File: src/rtl/ser_pkg.sv
package ser_pkg;
  typedef enum logic [1:0] {
    MODE_MASTER = 2'b00,
    MODE_SLAVE  = 2'b01,
    MODE_ASYNC7 = 2'b10,
    MODE_ASYNC8 = 2'b11
  } ser_mode_e;

  typedef enum logic [2:0] {
    ST_IDLE, ST_ATX, ST_ARX, ST_MSTR, ST_SLV
  } eng_st_e;
endpackage

File: src/rtl/ser_sync.sv
module ser_sync #(
  parameter int W = 2
) (
  input  logic         clk_i,
  input  logic         rst_ni,
  input  logic [W-1:0] d_i,
  output logic [W-1:0] q_o
);
  logic [W-1:0] s1_q, s2_q;

  always_ff @(posedge clk_i or negedge rst_ni) begin
    if (!rst_ni) begin
      s1_q <= '0;
      s2_q <= '0;
    end else begin
      s1_q <= d_i;
      s2_q <= s1_q;
    end
  end

  assign q_o = s2_q;
endmodule

File: src/rtl/ser_mode_ctl.sv
module ser_mode_ctl
  import ser_pkg::*;
(
  input  logic      clk_i,
  input  logic      rst_ni,
  input  logic      wr_i,
  input  logic [1:0] wdata_i,
  input  logic      hold_i,
  output ser_mode_e mode_o,
  output logic      own_sclk_o,
  output logic      own_rdy_o,
  output logic      sclk_oe_o
);
  ser_mode_e mode_q, pend_mode_q;
  logic      pend_q;

  always_ff @(posedge clk_i or negedge rst_ni) begin
    if (!rst_ni) begin
      mode_q      <= MODE_MASTER;
      pend_mode_q <= MODE_MASTER;
      pend_q      <= 1'b0;
    end else if (hold_i) begin
      if (wr_i) begin
        pend_q      <= 1'b1;
        pend_mode_q <= ser_mode_e'(wdata_i);
      end
    end else if (wr_i) begin
      mode_q <= ser_mode_e'(wdata_i);
      pend_q <= 1'b0;
    end else if (pend_q) begin
      mode_q <= pend_mode_q;
      pend_q <= 1'b0;
    end
  end

  always_comb begin
    own_sclk_o = 1'b0;
    own_rdy_o  = 1'b0;
    sclk_oe_o  = 1'b0;
    case (mode_q)
      MODE_MASTER: begin own_sclk_o = 1'b1; sclk_oe_o = 1'b1; end
      MODE_SLAVE:  begin own_sclk_o = 1'b1; own_rdy_o = 1'b1; end
      default: ;
    endcase
  end

  assign mode_o = mode_q;

  assert_mode_hold_R9: assert property (@(posedge clk_i) disable iff (!rst_ni)
    hold_i |=> $stable(mode_q));
  assert_pend_apply_R9: assert property (@(posedge clk_i) disable iff (!rst_ni)
    (pend_q && !hold_i && !wr_i) |=> (mode_q == $past(pend_mode_q)));
endmodule

File: src/rtl/ser_shift_eng.sv
module ser_shift_eng
  import ser_pkg::*;
#(
  parameter int DW  = 8,
  parameter int OVS = 16
) (
  input  logic          clk_i,
  input  logic          rst_ni,
  input  ser_mode_e     mode_i,
  input  logic          pol_neg_i,
  input  logic          start_i,
  input  logic [DW-1:0] tx_data_i,
  input  logic          baud_tick_i,
  input  logic          mclk_en_i,
  input  logic          sdi_raw_i,
  input  logic          sdi_s_i,
  input  logic          sclk_s_i,
  output logic          sdo_o,
  output logic          mclk_o,
  output logic          rdy_o,
  output logic          busy_o,
  output logic          done_o,
  output logic [DW-1:0] rx_data_o
);
  localparam int FW   = DW + 2;
  localparam int BCW  = $clog2(FW + 1);
  localparam int TCW  = $clog2(OVS);
  localparam int HALF = OVS / 2;

  eng_st_e        st_q;
  logic [FW-1:0]  sh_q;
  logic [BCW-1:0] bit_q;
  logic [TCW-1:0] tick_q;
  logic           mclk_q, cap_q, rdy_q, done_q, act_q;
  logic [DW-1:0]  rx_q;

  logic           short_f, act, rise, fall, tick_last;
  logic [BCW-1:0] tx_last, rx_last;
  logic [TCW-1:0] rx_pt;
  logic [FW-1:0]  tx_frame;

  always_comb begin
    short_f   = (mode_i == MODE_ASYNC7);
    act       = sclk_s_i ^ pol_neg_i;
    rise      = act & ~act_q;
    fall      = ~act & act_q;
    tick_last = (tick_q == TCW'(OVS - 1));
    tx_last   = short_f ? BCW'(FW - 2) : BCW'(FW - 1);
    rx_last   = short_f ? BCW'(DW) : BCW'(DW + 1);
    rx_pt     = (bit_q == '0) ? TCW'(HALF - 1) : TCW'(OVS - 1);
    tx_frame  = short_f ? {2'b11, tx_data_i[DW-2:0], 1'b0} : {1'b1, tx_data_i, 1'b0};
  end

  always_ff @(posedge clk_i or negedge rst_ni) begin
    if (!rst_ni) begin
      st_q   <= ST_IDLE;
      sh_q   <= '1;
      bit_q  <= '0;
      tick_q <= '0;
      mclk_q <= 1'b0;
      cap_q  <= 1'b0;
      rdy_q  <= 1'b0;
      done_q <= 1'b0;
      act_q  <= 1'b0;
      rx_q   <= '0;
    end else begin
      done_q <= 1'b0;
      act_q  <= act;
      case (st_q)
        ST_IDLE: begin
          tick_q <= '0;
          bit_q  <= '0;
          if (start_i) begin
            case (mode_i)
              MODE_MASTER: begin sh_q <= {2'b11, tx_data_i}; mclk_q <= 1'b0; st_q <= ST_MSTR; end
              MODE_SLAVE:  begin sh_q <= {2'b11, tx_data_i}; rdy_q <= 1'b1;  st_q <= ST_SLV;  end
              default:     begin sh_q <= tx_frame; st_q <= ST_ATX; end
            endcase
          end else if (mode_i[1] && !sdi_s_i) begin
            st_q <= ST_ARX;
          end
        end
        ST_ATX: if (baud_tick_i) begin
          if (tick_last) begin
            tick_q <= '0;
            if (bit_q == tx_last) begin
              st_q   <= ST_IDLE;
              done_q <= 1'b1;
            end else begin
              sh_q  <= {1'b1, sh_q[FW-1:1]};
              bit_q <= bit_q + 1'b1;
            end
          end else begin
            tick_q <= tick_q + 1'b1;
          end
        end
        ST_ARX: if (baud_tick_i) begin
          if (tick_q == rx_pt) begin
            tick_q <= '0;
            if (bit_q == rx_last) begin
              st_q   <= ST_IDLE;
              done_q <= 1'b1;
              rx_q   <= short_f ? {1'b0, sh_q[DW-1:1]} : sh_q[DW-1:0];
            end else begin
              if (bit_q != '0) sh_q[DW-1:0] <= {sdi_s_i, sh_q[DW-1:1]};
              bit_q <= bit_q + 1'b1;
            end
          end else begin
            tick_q <= tick_q + 1'b1;
          end
        end
        ST_MSTR: if (mclk_en_i) begin
          if (!mclk_q) begin
            mclk_q <= 1'b1;
            cap_q  <= sdi_raw_i;
          end else begin
            mclk_q       <= 1'b0;
            sh_q[DW-1:0] <= {cap_q, sh_q[DW-1:1]};
            if (bit_q == BCW'(DW - 1)) begin
              st_q   <= ST_IDLE;
              done_q <= 1'b1;
              rx_q   <= {cap_q, sh_q[DW-1:1]};
            end else begin
              bit_q <= bit_q + 1'b1;
            end
          end
        end
        ST_SLV: begin
          if (rise) begin
            cap_q <= sdi_s_i;
            rdy_q <= 1'b0;
          end
          if (fall && !rdy_q) begin
            sh_q[DW-1:0] <= {cap_q, sh_q[DW-1:1]};
            if (bit_q == BCW'(DW - 1)) begin
              st_q   <= ST_IDLE;
              done_q <= 1'b1;
              rx_q   <= {cap_q, sh_q[DW-1:1]};
            end else begin
              bit_q <= bit_q + 1'b1;
            end
          end
        end
        default: st_q <= ST_IDLE;
      endcase
    end
  end

  assign sdo_o     = (st_q == ST_ATX || st_q == ST_MSTR || st_q == ST_SLV) ? sh_q[0] : 1'b1;
  assign mclk_o    = mclk_q;
  assign rdy_o     = rdy_q;
  assign busy_o    = (st_q != ST_IDLE);
  assign done_o    = done_q;
  assign rx_data_o = rx_q;

  assert_done_pulse_R10: assert property (@(posedge clk_i) disable iff (!rst_ni)
    done_q |=> !done_q);
  assert_rdy_drop_R7: assert property (@(posedge clk_i) disable iff (!rst_ni)
    (st_q == ST_SLV && rise) |=> !rdy_q);
  assert_mclk_idle_R6: assert property (@(posedge clk_i) disable iff (!rst_ni)
    (st_q != ST_MSTR) |-> !mclk_q);
  assert_tx_start_R4: assert property (@(posedge clk_i) disable iff (!rst_ni)
    (st_q == ST_IDLE && start_i && mode_i[1]) |=> (st_q == ST_ATX && !sdo_o));
  assert_start_ignored_R11: assert property (@(posedge clk_i) disable iff (!rst_ni)
    (st_q == ST_ATX && start_i && !baud_tick_i) |=> $stable(sh_q));
endmodule

File: src/rtl/ser_port.sv
module ser_port
  import ser_pkg::*;
#(
  parameter int DW  = 8,
  parameter int OVS = 16
) (
  input  logic          clk_i,
  input  logic          rst_ni,
  input  logic          mode_wr_i,
  input  logic [1:0]    mode_i,
  input  logic          pol_neg_i,
  input  logic          start_i,
  input  logic [DW-1:0] tx_data_i,
  input  logic          baud_tick_i,
  input  logic          sclk_en_i,
  input  logic          sdi_i,
  input  logic          sclk_i,
  output logic          sdo_o,
  output logic          sclk_o,
  output logic          sclk_oe_o,
  output logic          rdy_o,
  output logic          own_sdi_o,
  output logic          own_sdo_o,
  output logic          own_sclk_o,
  output logic          own_rdy_o,
  output logic [1:0]    mode_o,
  output logic          busy_o,
  output logic          done_o,
  output logic [DW-1:0] rx_data_o
);
  ser_mode_e  mode;
  logic [1:0] sync_q;
  logic       eng_busy, eng_rdy;

  ser_sync #(.W(2)) u_sync (
    .clk_i (clk_i),
    .rst_ni(rst_ni),
    .d_i   ({sclk_i, sdi_i}),
    .q_o   (sync_q)
  );

  ser_mode_ctl u_mode (
    .clk_i     (clk_i),
    .rst_ni    (rst_ni),
    .wr_i      (mode_wr_i),
    .wdata_i   (mode_i),
    .hold_i    (eng_busy | start_i),
    .mode_o    (mode),
    .own_sclk_o(own_sclk_o),
    .own_rdy_o (own_rdy_o),
    .sclk_oe_o (sclk_oe_o)
  );

  ser_shift_eng #(.DW(DW), .OVS(OVS)) u_eng (
    .clk_i      (clk_i),
    .rst_ni     (rst_ni),
    .mode_i     (mode),
    .pol_neg_i  (pol_neg_i),
    .start_i    (start_i),
    .tx_data_i  (tx_data_i),
    .baud_tick_i(baud_tick_i),
    .mclk_en_i  (sclk_en_i),
    .sdi_raw_i  (sdi_i),
    .sdi_s_i    (sync_q[0]),
    .sclk_s_i   (sync_q[1]),
    .sdo_o      (sdo_o),
    .mclk_o     (sclk_o),
    .rdy_o      (eng_rdy),
    .busy_o     (eng_busy),
    .done_o     (done_o),
    .rx_data_o  (rx_data_o)
  );

  assign rdy_o     = eng_rdy ^ pol_neg_i;
  assign own_sdi_o = 1'b1;
  assign own_sdo_o = 1'b1;
  assign mode_o    = mode;
  assign busy_o    = eng_busy;
endmodule

File: config.mk
export PLATFORM = sky130hd
export DESIGN_NAME = ser_port
export DESIGN_NICKNAME = d
export VERILOG_FILES = /design/src/rtl/ser_pkg.sv /design/src/rtl/ser_sync.sv /design/src/rtl/ser_mode_ctl.sv /design/src/rtl/ser_shift_eng.sv /design/src/rtl/ser_port.sv
export SDC_FILE = /design/constraint.sdc
export NUM_CORES = 1
export LEC_CHECK = 0
export BUFFER_PORTS_ARGS = -buffer_cell sky130_fd_sc_hd__buf_4
export CAP_MARGIN = 10
export CORE_ASPECT_RATIO = 0.8
export CORE_MARGIN = 1.5
export CORE_UTILIZATION = 40
export DETAILED_ROUTE_END_ITERATION = 16
export GPL_ROUTABILITY_DRIVEN = 0
export HOLD_SLACK_MARGIN = 0.15
export PLACE_DENSITY = 0.67
export SKIP_CTS_REPAIR_TIMING = 1
export SLEW_MARGIN = 5
export SYNTH_ARGS = -nofsm -noshare
export SYNTH_HDL_FRONTEND = slang
export SYNTH_SLANG_ARGS = --single-unit
File: constraint.sdc
create_clock -name clk_i -period 4.2 [get_ports clk_i]
set_input_delay 0.42 -clock clk_i [delete_from_list [all_inputs] [get_ports clk_i]]
set_output_delay 0.42 -clock clk_i [all_outputs]
set_load 0.02 [all_outputs]
# == Word level (Yosys, flattened, before mapping) ==
# Cells that the tools add are included.
# totals
reg_bits,43
in_bits,19
# classes
n_bitwise,8
n_addsub,2
reduce_logical,31
mux,85
eq_ne,28
# op_table
op,n
$mux W8,15
$mux W4,14
$mux W10,5
$pmux W8 S5,1
$mux W3,11
$mux W1,26
$pmux W8 S3,1
$ne A2 B2 Y1 const B,10
$pmux W4 S5,1
$reduce_and A8 Y1,2
$pmux W3 S5,1
$ne A2 B1 Y1 const B,7
$pmux W4 S3,1
$reduce_and A12 Y1,1
$reduce_and A4 Y1,3
$reduce_bool A2 Y1,5
$mux W9,1
$reduce_bool A3 Y1,3
$add A4 B1 Y4 const B,2
$eq A4 B4 Y1,2
$reduce_and A7 Y1,1
$eq A3 B2 Y1 const B,2
$pmux W1 S2,3
$pmux W3 S2,1
other kinds (26),35

# == Logic depth before layout (Yosys ltp) ==
# Gate-level depths: netlist of the first run.
# logic_depth
ltp_word,7
ltp_mapped,9

# == Hierarchy ==
# A second synthesis of the first run with hierarchy kept.
# unflattened
cells_unflattened,251
hier_area_um2,2608.8
# by_module_without_submodules
module,seq_area_each_um2,cells_per_inst,instances,area_each_um2
ser_shift_eng,837.1,220,1,2234.6
ser_mode_ctl,125.1,22,1,240.2
ser_sync,100.1,4,1,100.1
ser_port,0.0,5,1,33.8

# == Least setup slack after synthesis of the first run ==
# Ideal clock, no wire load.
# synth_timing
path_kind,register to register
start,register u_eng.bit_q[0]
end,register u_eng.sh_q[0]
period_less_slack_ns,2.504
n_path_buf,1
arrival_time_ns,2.422
path_stages_with_launch,10
required_time_ns,4.118
path_slack_ns,1.696
setup_ns,0.082
cell_sequence,dfrtp_1 > inv_1 > ha_1 > or3b_1 > buf_4 > mux2i_1 > a32o_1 > a311o_4 > a31oi_4 > mux2_2
# synth_via
elab_chain_cells,5
elab_cells_between_ends,10
# synth_lines
item,line,text
start: declaration,ser_shift_eng.sv:32,logic [BCW-1:0] bit_q;
start signal: assignment,ser_shift_eng.sv:91,bit_q <= bit_q + 1'b1;
start signal: assignment,ser_shift_eng.sv:106,bit_q <= bit_q + 1'b1;
start signal: assignment,ser_shift_eng.sv:124,bit_q <= bit_q + 1'b1;
$logic_not A4 Y1,ser_shift_eng.sv:50,rx_pt = (bit_q == '0) ? TCW'(HALF - 1) : TCW'(OVS - 1);
$mux W4,ser_shift_eng.sv:50,
$eq A4 B4 Y1,ser_shift_eng.sv:98,if (tick_q == rx_pt) begin
$ne A2 B1 Y1 (no source line),-,
$reduce_and A12 Y1 (no source line) (*),-,
end signal: assignment,ser_shift_eng.sv:90,"sh_q <= {1'b1, sh_q[FW-1:1]};"
end signal: indexed assignment,ser_shift_eng.sv:105,"if (bit_q != '0) sh_q[DW-1:0] <= {sdi_s_i, sh_q[DW-1:1]};"
end signal: indexed assignment,ser_shift_eng.sv:118,"sh_q[DW-1:0] <= {cap_q, sh_q[DW-1:1]};"
end: declaration,ser_shift_eng.sv:31,logic [FW-1:0] sh_q;
# Every way passes the cells marked *; elsewhere a longest branch is shown, timed or not.
# A chain may end at the register's enable or synchronous reset.

# == Final worst setup path of the first run ==
# layout_timing
start,register u_eng.bit_q[0]
end,"register u_eng.rx_q[7], in the netlist u_eng.rx_data_o[7]"
# layout_via
elab_chain_cells,5
elab_cells_between_ends,13
# layout_lines
item,line,text
$logic_not A4 Y1 / $eq A4 B3 Y1 (equally long branches),"ser_shift_eng.sv:50, ser_shift_eng.sv:119, ser_shift_eng.sv:135",
$mux W4 / $mux W8 (equally long branches),-,
$eq A4 B4 Y1 / $mux W8 (equally long branches),-,
$ne A2 B1 Y1 (no source line) / $mux W8 (equally long branches),-,
$reduce_and A7 Y1 (no source line) / $pmux W8 S3 (equally long branches),-,
end signal: assignment,ser_shift_eng.sv:103,"rx_q <= short_f ? {1'b0, sh_q[DW-1:1]} : sh_q[DW-1:0];"
end signal: assignment,ser_shift_eng.sv:122,"rx_q <= {cap_q, sh_q[DW-1:1]};"
end signal: assignment,ser_shift_eng.sv:138,"rx_q <= {cap_q, sh_q[DW-1:1]};"
end: declaration,ser_shift_eng.sv:35,logic [DW-1:0] rx_q;
# Several ways; a longest one is shown, not always the timed one. The select of a mux whose other input is x is not followed.

==> results of run 1 <==
-- state kept, by name, indices dropped and copies added, names as in the netlist, 2 cells and up --
register and count:
u_eng.sh_q 9, u_eng.rx_data_o 8, u_eng.bit_q 4, u_eng.tick_q 4
u_eng.st_q 3, u_mode.mode_o 2, u_mode.pend_mode_q 2, u_sync.q_o 2
u_sync.s1_q 2
-- power by group --
part | leakage [nW] | switching [mW] | total, mW | internal [mW]
Clock | 0.0683 | 0.151 | 0.389 | 0.238
Sequential | 0.481 | 0.168 | 0.741 | 0.573
Combinational | 0.743 | 0.469 | 0.938 | 0.469
Total | 1.29 | 0.788 | 2.07 | 1.28
-- cell usage after synthesis, types with 3 or more instances --
cell | instances | share of area, %
a21o_1 | 3 | 0.90
a21oi_1 | 7 | 1.4
a31oi_1 | 3 | 0.75
buf_4 | 4 | 1.2
clkbuf_1 | 6 | 0.90
dfrtp_1 | 33 | 33
dfstp_2 | 9 | 9.4
ha_1 | 3 | 1.5
inv_1 | 11 | 1.6
mux2_2 | 26 | 12
mux2i_1 | 13 | 5.2
nand2_1 | 25 | 3.7
nand3_1 | 8 | 1.6
nand3b_1 | 4 | 1.2
nor2_1 | 18 | 2.7
nor2b_1 | 4 | 1.0
nor3_1 | 4 | 0.80
o21ai_0 | 26 | 5.2
xnor2_1 | 5 | 1.7
-- routing by layer --
layer	vias up	global-route usage [%]	wire length, µm
met2	63	26.7	2470
met4	0	4.51	43
met5	-	0	0
li1	975	-	-
met3	6	4.97	305
met1	956	26.3	2990
-- placed cells by master (no fill, tap or decap), types with 3 or more instances in the layout --
cell / n
nand2_1: 25
ha_1: 3
mux2_2: 26
inv_1: 11
a31oi_1: 3
nor3_1: 4
mux2i_1: 13
nand3_1: 8
o21ai_0: 26
dfstp_2: 9
nor2b_1: 4
clkbuf_8: 5
a21o_1: 3
nor2_1: 18
buf_4: 37
xnor2_1: 5
a21oi_1: 7
nand3b_1: 4
dfrtp_1: 33
-- per-stage QoR --
| step | setup slack (ns) | utilization [%] |
|---|---|---|
| floorplan | 1.70 | - |
| global placement | 1.46 | 47.3 |
| detailed placement | 1.42 | 47.3 |
| CTS | 1.42 | 49.6 |
| global route | 1.22 | 49.8 |
| finish | 1.33 | 49.8 |
-- cell families after synthesis --
group	after synthesis	share of synthesized area (%)
adders and majority gates	4	1.89
buffers and inverters	25	4.44
xor gates and xnor gates	7	2.44
AOI/OAI and AO/OA	57	14.9
other	1	0.149
DFF	42	42.3
muxes	40	17.7
and+or+nand+nor	80	16.2
-- worst min-delay path by stage --
stage / to / cells after the start / slack [ns]
2_1_floorplan: u_eng.act_q / 0 / 0.12
3_5_place_dp: u_sync.q_o[0] / 0 / 0.34
5_1_grt: u_sync.s1_q[1] / 1 / 0.23
6_report: u_sync.s1_q[1] / 1 / 0.24
3_3_place_gp: u_sync.q_o[0] / 0 / 0.33
4_1_cts: u_eng.tick_q[2] / 1 / 0.12
-- layout make-up --
cell class,count,area (µm²)
clock buffers,5,68.8
inverters,12,45.0
well taps,81,101
clock inverters,3,68.8
repair buffers,38,288
multi-input cells,190,1340
fillers,575,3000
flip-flops and latches,42,1060
-- critical path, stage by stage, from the launching register on --
cell and delay, ns:
dfrtp_1 0.42, inv_1 0.11, ha_1 0.16, or3b_1 0.46, mux2i_1 0.18, a32o_1 0.30, a221oi_1 0.47, o21ai_2 0.30
mux2_2 0.34
==> flow_summary.yaml, run 1 <==
run_status:
  status: "finished clean"
clock_network:
  cts_tree: "yes"
  ctsLongestPathBuffers: 2
  cts.clk_slew.worst_paths_ns: 0.08
  root_buffer: "clkbuf_8"
  cts_sinks: 42
  numCtsBuffers: 5
  h-tree-depth: 2
  clock_latency_ns: 0.30
timing:
  fin_skew_ns: 0.0142
  slew_headroom_pct: 48.9
  hold_viol_final: 0
  fin_crit_sh_pct: 68.3
  drv_slew: 0
  worstMarginPinSlew_ns: 0.761
  setup_viol: 0
  setup_tns_ns: 0
  whs_ns: 0.242
  rsz0062_at_grt: "no"
  min_period_ns: 2.87
  max_freq_mhz: 349
die:
  core_area_um2: 5970
  die_w_um: 91.6
  die_area_um2: 6760
  io_pins: 39
  die_h_um: 73.9
  rows: 25
  start_util_pct: 42.0
layout:
  area_growth_pct: 18.5
  fin_area_um2: 2970
  layout.nets: 311
  n_antenna_cell: 0
  final_cells: 371
  drive_above_1_share_pct: 30.0
logic_synthesis:
  synth-edff-count: 0
  ys_ff_latch: 42
  ys_types: 54
  avgSynthCellArea_um2: 9.80
  synthCells: 256
  ys_warn_count: 0
  ys_seq_area_share_pct: 42.3
  netlist_area_um2: 2510
  ys.flop_type: "dfrtp_1"
  async_reset_ff_share_pct: 100
setup_path:
  r2r_slack_ns: 1.33
  crit_end: "u_eng.rx_data_o[7]"
  timing.rr.end: "u_eng.rx_data_o[7]"
  end_kind: "flop"
  worst_r2r_path_depth: 8
  crit_required_ns: 4.38
  cp-startpoint: "u_eng.bit_q[0]"
  worstSetupPathType: "flop to flop"
  startpoint_type: "flop"
  worst-path-max-fanout: 8
  r2r_start: "u_eng.bit_q[0]"
  crit_arrival_ns: 3.04
place:
  io_buffers: 36
  placed_cell_area_um2: 2830
  dp.cells: 362
  dp_hpwl_um: 4130
worst_hold_path:
  min_from: "sclk_i"
  hold_class: "input port to flop"
route:
  drc_errors: 0
  via_per_inst: 5.39
  drt.antenna.violating_nets: 0
  routed-via-count: 2000
  drt_iter0_markers: 174
  wl_per_cell_um: 15.7
  totalWireLength_um: 5810
  firstDrtPassIters: 4
pwr:
  p_leak_nw: 1.29
  power.density_nw_per_um2: 696
  power_mw: 2.07
  ir_worst_vdd_mv: 0.290
global_route:
  grt_max_degree: 43
  grt_util_all_layers_pct: 18.1
  overflow: 0
  grt_pass1_wl_um: 9580
  antenna_found_initial: 0
  first_global_vias: 1866
run:
  cap_violations: 0
No activity file was read; power rests on OpenSTA's default activity.
==> inputs of run 2 (changes only) <==
==> constraint.sdc (replaced) <==
create_clock -name clk_i -period 2.9 [get_ports clk_i]
set_input_delay 0.29 -clock clk_i [delete_from_list [all_inputs] [get_ports clk_i]]
set_output_delay 0.29 -clock clk_i [all_outputs]
set_load 0.02 [all_outputs]
==> run 2 against run 1 <==
First-iteration DRC count shrank 18%. Core utilization grew 1.1 points. Sequential share of layout area is 0.78 points lower. Global-route usage shrank 0.37 points.
==> flow_summary.yaml, run 2 (synthesis results as in run 1) <==
timing:
  hold_viol_final: 0
  fin_crit_sh_pct: 92.9
  fin_skew_ns: 0.00820
  drv_slew: 0
  min_period_ns: 2.69
  max_freq_mhz: 371
  setup_viol: 0
  worstMarginPinSlew_ns: 0.578
  rsz0062_at_grt: "no"
  setup_tns_ns: 0
  slew_headroom_pct: 60.4
setup_path:
  worstSetupPathType: "flop to flop"
  end_kind: "flop"
  path_delay_family: "compound AO/OA/AOI/OAI gates"
  startpoint_type: "flop"
  worst-path-max-fanout: 8
  crit_buf_inv: 1
  crit_arrival_ns: 2.92
  crit_required_ns: 3.13
  path_cells: "inv_1, ha_1, or3b_1, mux2i_1, a32o_1, a311o_4, a31oi_4, mux2_2"
  cp_slowest_cell: "dfrtp_1"
  critPathMaxStageDelay_ns: 0.43
clock_network:
  numCtsBuffers: 5
  clock_latency_ns: 0.30
  root_buffer: "clkbuf_8"
  cts.clk_slew.worst_paths_ns: 0.08
  h-tree-depth: 2
  cts_sinks: 42
  cts_tree: "yes"
  ctsLongestPathBuffers: 2
global_route:
  first_global_vias: 1870
  grt_max_degree: 43
  grt_pass1_wl_um: 9280
  overflow: 0
  grt_util_all_layers_pct: 17.8
  antenna_found_initial: 0
die:
  die_h_um: 73.9
  rows: 25
  start_util_pct: 42.0
  die_area_um2: 6760
  core_area_um2: 5970
  io_pins: 39
  die_w_um: 91.6
layout:
  n_antenna_cell: 0
  regArea_um2: 1060
  top_register: "u_eng.sh_q"
  multi_input_area_um2: 1340
  fin_area_um2: 3040
  drive_above_1_share_pct: 31.6
  largest_reg_flops: 9
  layout.nets: 322
  final_common_cell: "buf_4"
  nFillCells: 537
  final_cell_mix: "buf_4 (46), dfrtp_1 (33), mux2_2 (26), o21ai_0 (26), nand2_1 (25)"
  area_growth_pct: 21.1
pwr:
  power.density_nw_per_um2: 983
  ir_worst_vdd_mv: 0.479
  p_leak_nw: 1.34
route:
  firstDrtPassIters: 4
  totalWireLength_um: 5820
  drt_iter0_markers: 143
  routed-via-count: 2118
  via_per_inst: 5.54
  drc_errors: 0
  drt.antenna.violating_nets: 0
  wl_per_cell_um: 15.2
run:
  cap_violations: 0
place:
  placed_cell_area_um2: 2890
  io_buffers: 36
  dp_hpwl_um: 4200
worst_hold_path:
  hold_class: "input port to flop"
run_status:
  status: "finished clean"
-- run 2: changes by cell type in the layout (fill, tap and decap cells not counted), sizes merged --
cell | before | now
clkinv | 1 | 0
bufinv | 2 | 1
dlygate4sd3 | 1 | 3
clkbuf | 5 | 7
buf | 37 | 46
-- run 2: worst paths after layout --
path	cells past startpoint	endpoint	start	slack [ns]
setup / recovery	8	u_eng.sh_q[3]	u_eng.bit_q[0]	0.21
hold / removal	2	u_mode.pend_mode_q[1]	mode_i[1]	0.23
setup reg to reg	8	u_eng.sh_q[3]	u_eng.bit_q[0]	0.21
hold reg to reg	0	u_sync.q_o[0]	u_sync.s1_q[0]	0.37
max in group asynchronous	2	u_eng.sh_q[5]	rst_ni	2.01
min in group asynchronous	2	u_mode.mode_o[0]	rst_ni	0.51
-- run 2: power by group --
group	leakage [nW]	total, mW	switching (mW)	internal, mW
sequential	0.481	1.02	0.192	0.831
clock	0.0585	0.483	0.202	0.281
combinational	0.796	1.48	0.752	0.729
total	1.34	2.99	1.15	1.84
-- run 2: metal layers --
layer,part of all wire [%],vias to the layer above,GRT usage (%)
li1,-,1001,-
met1,49,1021,26.1
met2,43,89,25.9
met3,7.1,7,4.35
met4,0.91,0,5.03
met5,0,-,0
-- run 2: metrics by stage --
stage / hold WS (ns) / setup WS (ns) / utilization (%) / instances / total power [mW]
2_1_floorplan: -0.00559 / 0.396 / - / 257 / 2.03
3_5_place_dp: 0.311 / 0.259 / 48.4 / 371 / 2.50
6_report: 0.233 / 0.207 / 50.9 / 382 / 2.99
4_1_cts: -0.00717 / 0.215 / 50.4 / 379 / 2.99
5_1_grt: 0.239 / 0.106 / 50.9 / 382 / 3.17
3_3_place_gp: 0.308 / 0.314 / 48.4 / 371 / 2.46
-- run 2: cell type report --
| type | count | area share (%) |
|---|---|---|
| timing repair buffer | 49 | 12.3 |
| multi-input combinational | 190 | 44.1 |
| inverter | 12 | 1.48 |
| clock buffer | 7 | 2.84 |
| clock inverter | 1 | 0.988 |
| sequential | 42 | 34.9 |
| tap | 81 | 3.33 |
==> inputs of run 3 (changes only) <==
--- a/config.mk
+++ b/config.mk
@@ -5,6 +5,7 @@
 export SDC_FILE = /design/constraint.sdc
 export NUM_CORES = 1
 export LEC_CHECK = 0
+export ABC_AREA = 1
 export BUFFER_PORTS_ARGS = -buffer_cell sky130_fd_sc_hd__buf_4
 export CAP_MARGIN = 10
 export CORE_ASPECT_RATIO = 0.8
@@ -13,7 +14,8 @@
 export DETAILED_ROUTE_END_ITERATION = 16
 export GPL_ROUTABILITY_DRIVEN = 0
 export HOLD_SLACK_MARGIN = 0.15
-export PLACE_DENSITY = 0.67
+export PLACE_DENSITY = 0.66
+export SETUP_SLACK_MARGIN = 0.4
 export SKIP_CTS_REPAIR_TIMING = 1
 export SLEW_MARGIN = 5
 export SYNTH_ARGS = -nofsm -noshare
==> run 3 against run 2 <==
Total power grew 21%. Routed wire length grew 8.1%. Via count grew 16%. Fmax grew 37%. Die area grew 2.4%. Sequential power grew 8%. Sequential share of layout area grew 0.072 points. Final area shrank 0.21%. Flip-flop and latch count is the same. Combinational power grew 44%. Register-to-register slack gained 0.73 ns. Critical path type unchanged. Critical endpoint is now u_eng.bit_q[0]. Largest cell class unchanged. Highest routed layer unchanged.
==> flow_summary.yaml, run 3 <==
logic_synthesis:
  ys_types: 30
  ys.flop_type: "dfrtp_1"
  netlist.area_leader.share_pct: 32.1
  avgSynthCellArea_um2: 7.09
  async_reset_ff_share_pct: 100
  ys_warn_count: 0
  netlist_area_um2: 2570
  synth.area.top_cells: "dfrtp_1 (32%), nand2_1 (18%), dfstp_2 (9.2%), nand3_1 (7.2%), nor2_1 (5.4%)"
  yosysMostFrequentCell: "nand2_1"
  synthCells: 363
  synth-edff-count: 0
  ys_seq_area_share_pct: 41.3
  yosysTopAreaCell: "dfrtp_1"
  synthTopCellsByCount: "nand2_1 (120), nand3_1 (37), nor2_1 (37)"
  ys_ff_latch: 42
timing:
  rsz0062_at_grt: "no"
  fin_crit_sh_pct: 67.7
  drv_slew: 0
  setup_viol: 0
  min_period_ns: 1.96
  hold_viol_final: 0
  fin_skew_ns: 0.00735
  max_freq_mhz: 509
  worstMarginPinSlew_ns: 0.533
  setup_tns_ns: 0
  whs_ns: 0.214
  slew_headroom_pct: 64.5
run:
  cap_violations: 0
clock_network:
  ctsLongestPathBuffers: 2
  clock_latency_ns: 0.30
  cts.clk_slew.worst_paths_ns: 0.09
  cts_tree: "yes"
  numCtsBuffers: 5
  h-tree-depth: 2
  root_buffer: "clkbuf_8"
  cts_sinks: 42
global_route:
  grt_pass1_wl_um: 10600
  first_global_vias: 2261
  grt_util_all_layers_pct: 19.8
  overflow: 0
  grt_max_degree: 43
  antenna_found_initial: 0
layout:
  layout.nets: 427
  final_cell_mix: "nand2_1 (120), nor2_1 (37), nand3_1 (37)"
  drive_above_1_share_pct: 21.2
  largest_reg_flops: 9
  regArea_um2: 1060
  top_register: "u_eng.sh_q"
  post-route-util_pct: 50.0
  nFillCells: 606
  n_antenna_cell: 0
  multi_input_area_um2: 1330
  area_growth_pct: 17.9
  final_common_cell: "nand2_1"
die:
  start_util_pct: 42.4
  die_h_um: 74.7
  core_area_um2: 6070
  io_pins: 39
  die_w_um: 92.7
  die_area_um2: 6930
  rows: 25
route:
  firstDrtPassIters: 5
  wl_per_cell_um: 12.9
  via_per_inst: 5.05
  drc_errors: 0
  drt_iter0_markers: 220
  routed-via-count: 2461
  totalWireLength_um: 6290
  drt.antenna.violating_nets: 0
pwr:
  combinationalPowerShare_pct: 58.9
  p_seq_share_pct: 30.4
  power.density_nw_per_um2: 1190
  netSwitchingPower_mw: 1.87
  sw_frac_of_total_pct: 51.9
  p_leak_nw: 1.59
  intPower_mw: 1.74
  ir_worst_vdd_mv: 0.415
  pwr-share-clk_pct: 10.7
place:
  dp_hpwl_um: 4830
  io_buffers: 36
setup_path:
  startpoint_type: "flop"
  crit_required_ns: 3.09
  crit_arrival_ns: 2.16
  end_kind: "flop"
  worstSetupPathType: "flop to flop"
  worst-path-max-fanout: 15
worst_hold_path:
  hold_class: "input port to flop"
run_status:
  status: "finished clean"
==> run 3: cell types whose count changed in the layout (fill, tap and decap cells not counted), moves of 8 or more <==
cell / change
inv_2: +8
buf_4: -10
nand3_1: +29
nor2_1: +19
nand2_2: +9
nand2_1: +95
inv_1: +20
mux2_2: -26
mux2i_1: -13
==> run 3: path summary, 6_finish.rpt <==
kind,startpoint,endpoint,slack [ns],cells after the start
worst max-delay path,u_mode.mode_o[1],u_eng.bit_q[0],0.94,9
worst min-delay path,start_i,u_eng.st_q[0],0.21,3
worst max register to register,u_mode.mode_o[1],u_eng.bit_q[0],0.94,9
worst min register to register,u_sync.s1_q[1],u_sync.q_o[1],0.35,0
max in group asynchronous,rst_ni,u_eng.sh_q[6],2.02,2
min in group asynchronous,rst_ni,u_sync.q_o[1],0.51,2
==> run 3: power groups by stage <==
stage          Combinational (mW)  Clock, mW  Sequential [mW]
2_1_floorplan                1.55          0             1.08
3_3_place_gp                 2.09          0             1.10
3_5_place_dp                 2.11          0             1.10
4_1_cts                      2.12      0.396             1.09
5_1_grt                      2.40      0.425             1.14
6_report                     2.13      0.385             1.10
==> run 3: final cells by class <==
cell class | instances | share of cell area [%]
sequential | 42 | 35.0
clock buffer | 6 | 2.39
timing repair buffer | 39 | 9.90
tap | 81 | 3.34
inverter | 40 | 4.95
multi-input combinational | 277 | 44.0
clock inverter | 2 | 0.454
==> run 3: per-layer routing <==
layer  wire, µm  global-route usage (%)  up-vias
li1           -                       -     1252
met1       3110                    28.7     1113
met2       2610                    29.7       90
met3        498                    4.65        6
met4         63                    5.72        0
met5          0                       0        -
==> run 3: metrics by stage <==
stage	total power [mW]	cell area (µm²)	cells	setup slack (ns)
3_3_place_gp	3.18	2920	476	0.994
5_1_grt	3.96	3030	487	0.738
2_1_floorplan	2.63	2580	364	1.30
4_1_cts	3.60	3000	484	0.964
6_report	3.61	3030	487	0.937
3_5_place_dp	3.21	2920	476	0.991
==> run 3: logic make-up after synthesis <==
group	synth area share [%]
simple gates	39.6
compound gates	9.77
buf+inv	7.05
flops	41.3
fa+ha+maj	1.46
xor+xnor	0.681
other cells	0.146
==> run 3: critical path, cell delays in order, from the launching register on <==
cell and delay [ns]:
dfrtp_1 0.69, inv_2 0.20, nor2_2 0.20, nand2_1 0.07, nand3_1 0.18, nor2_1 0.08
nor2_1 0.15, nand3_1 0.15, nand2_1 0.09, nand2_1 0.05
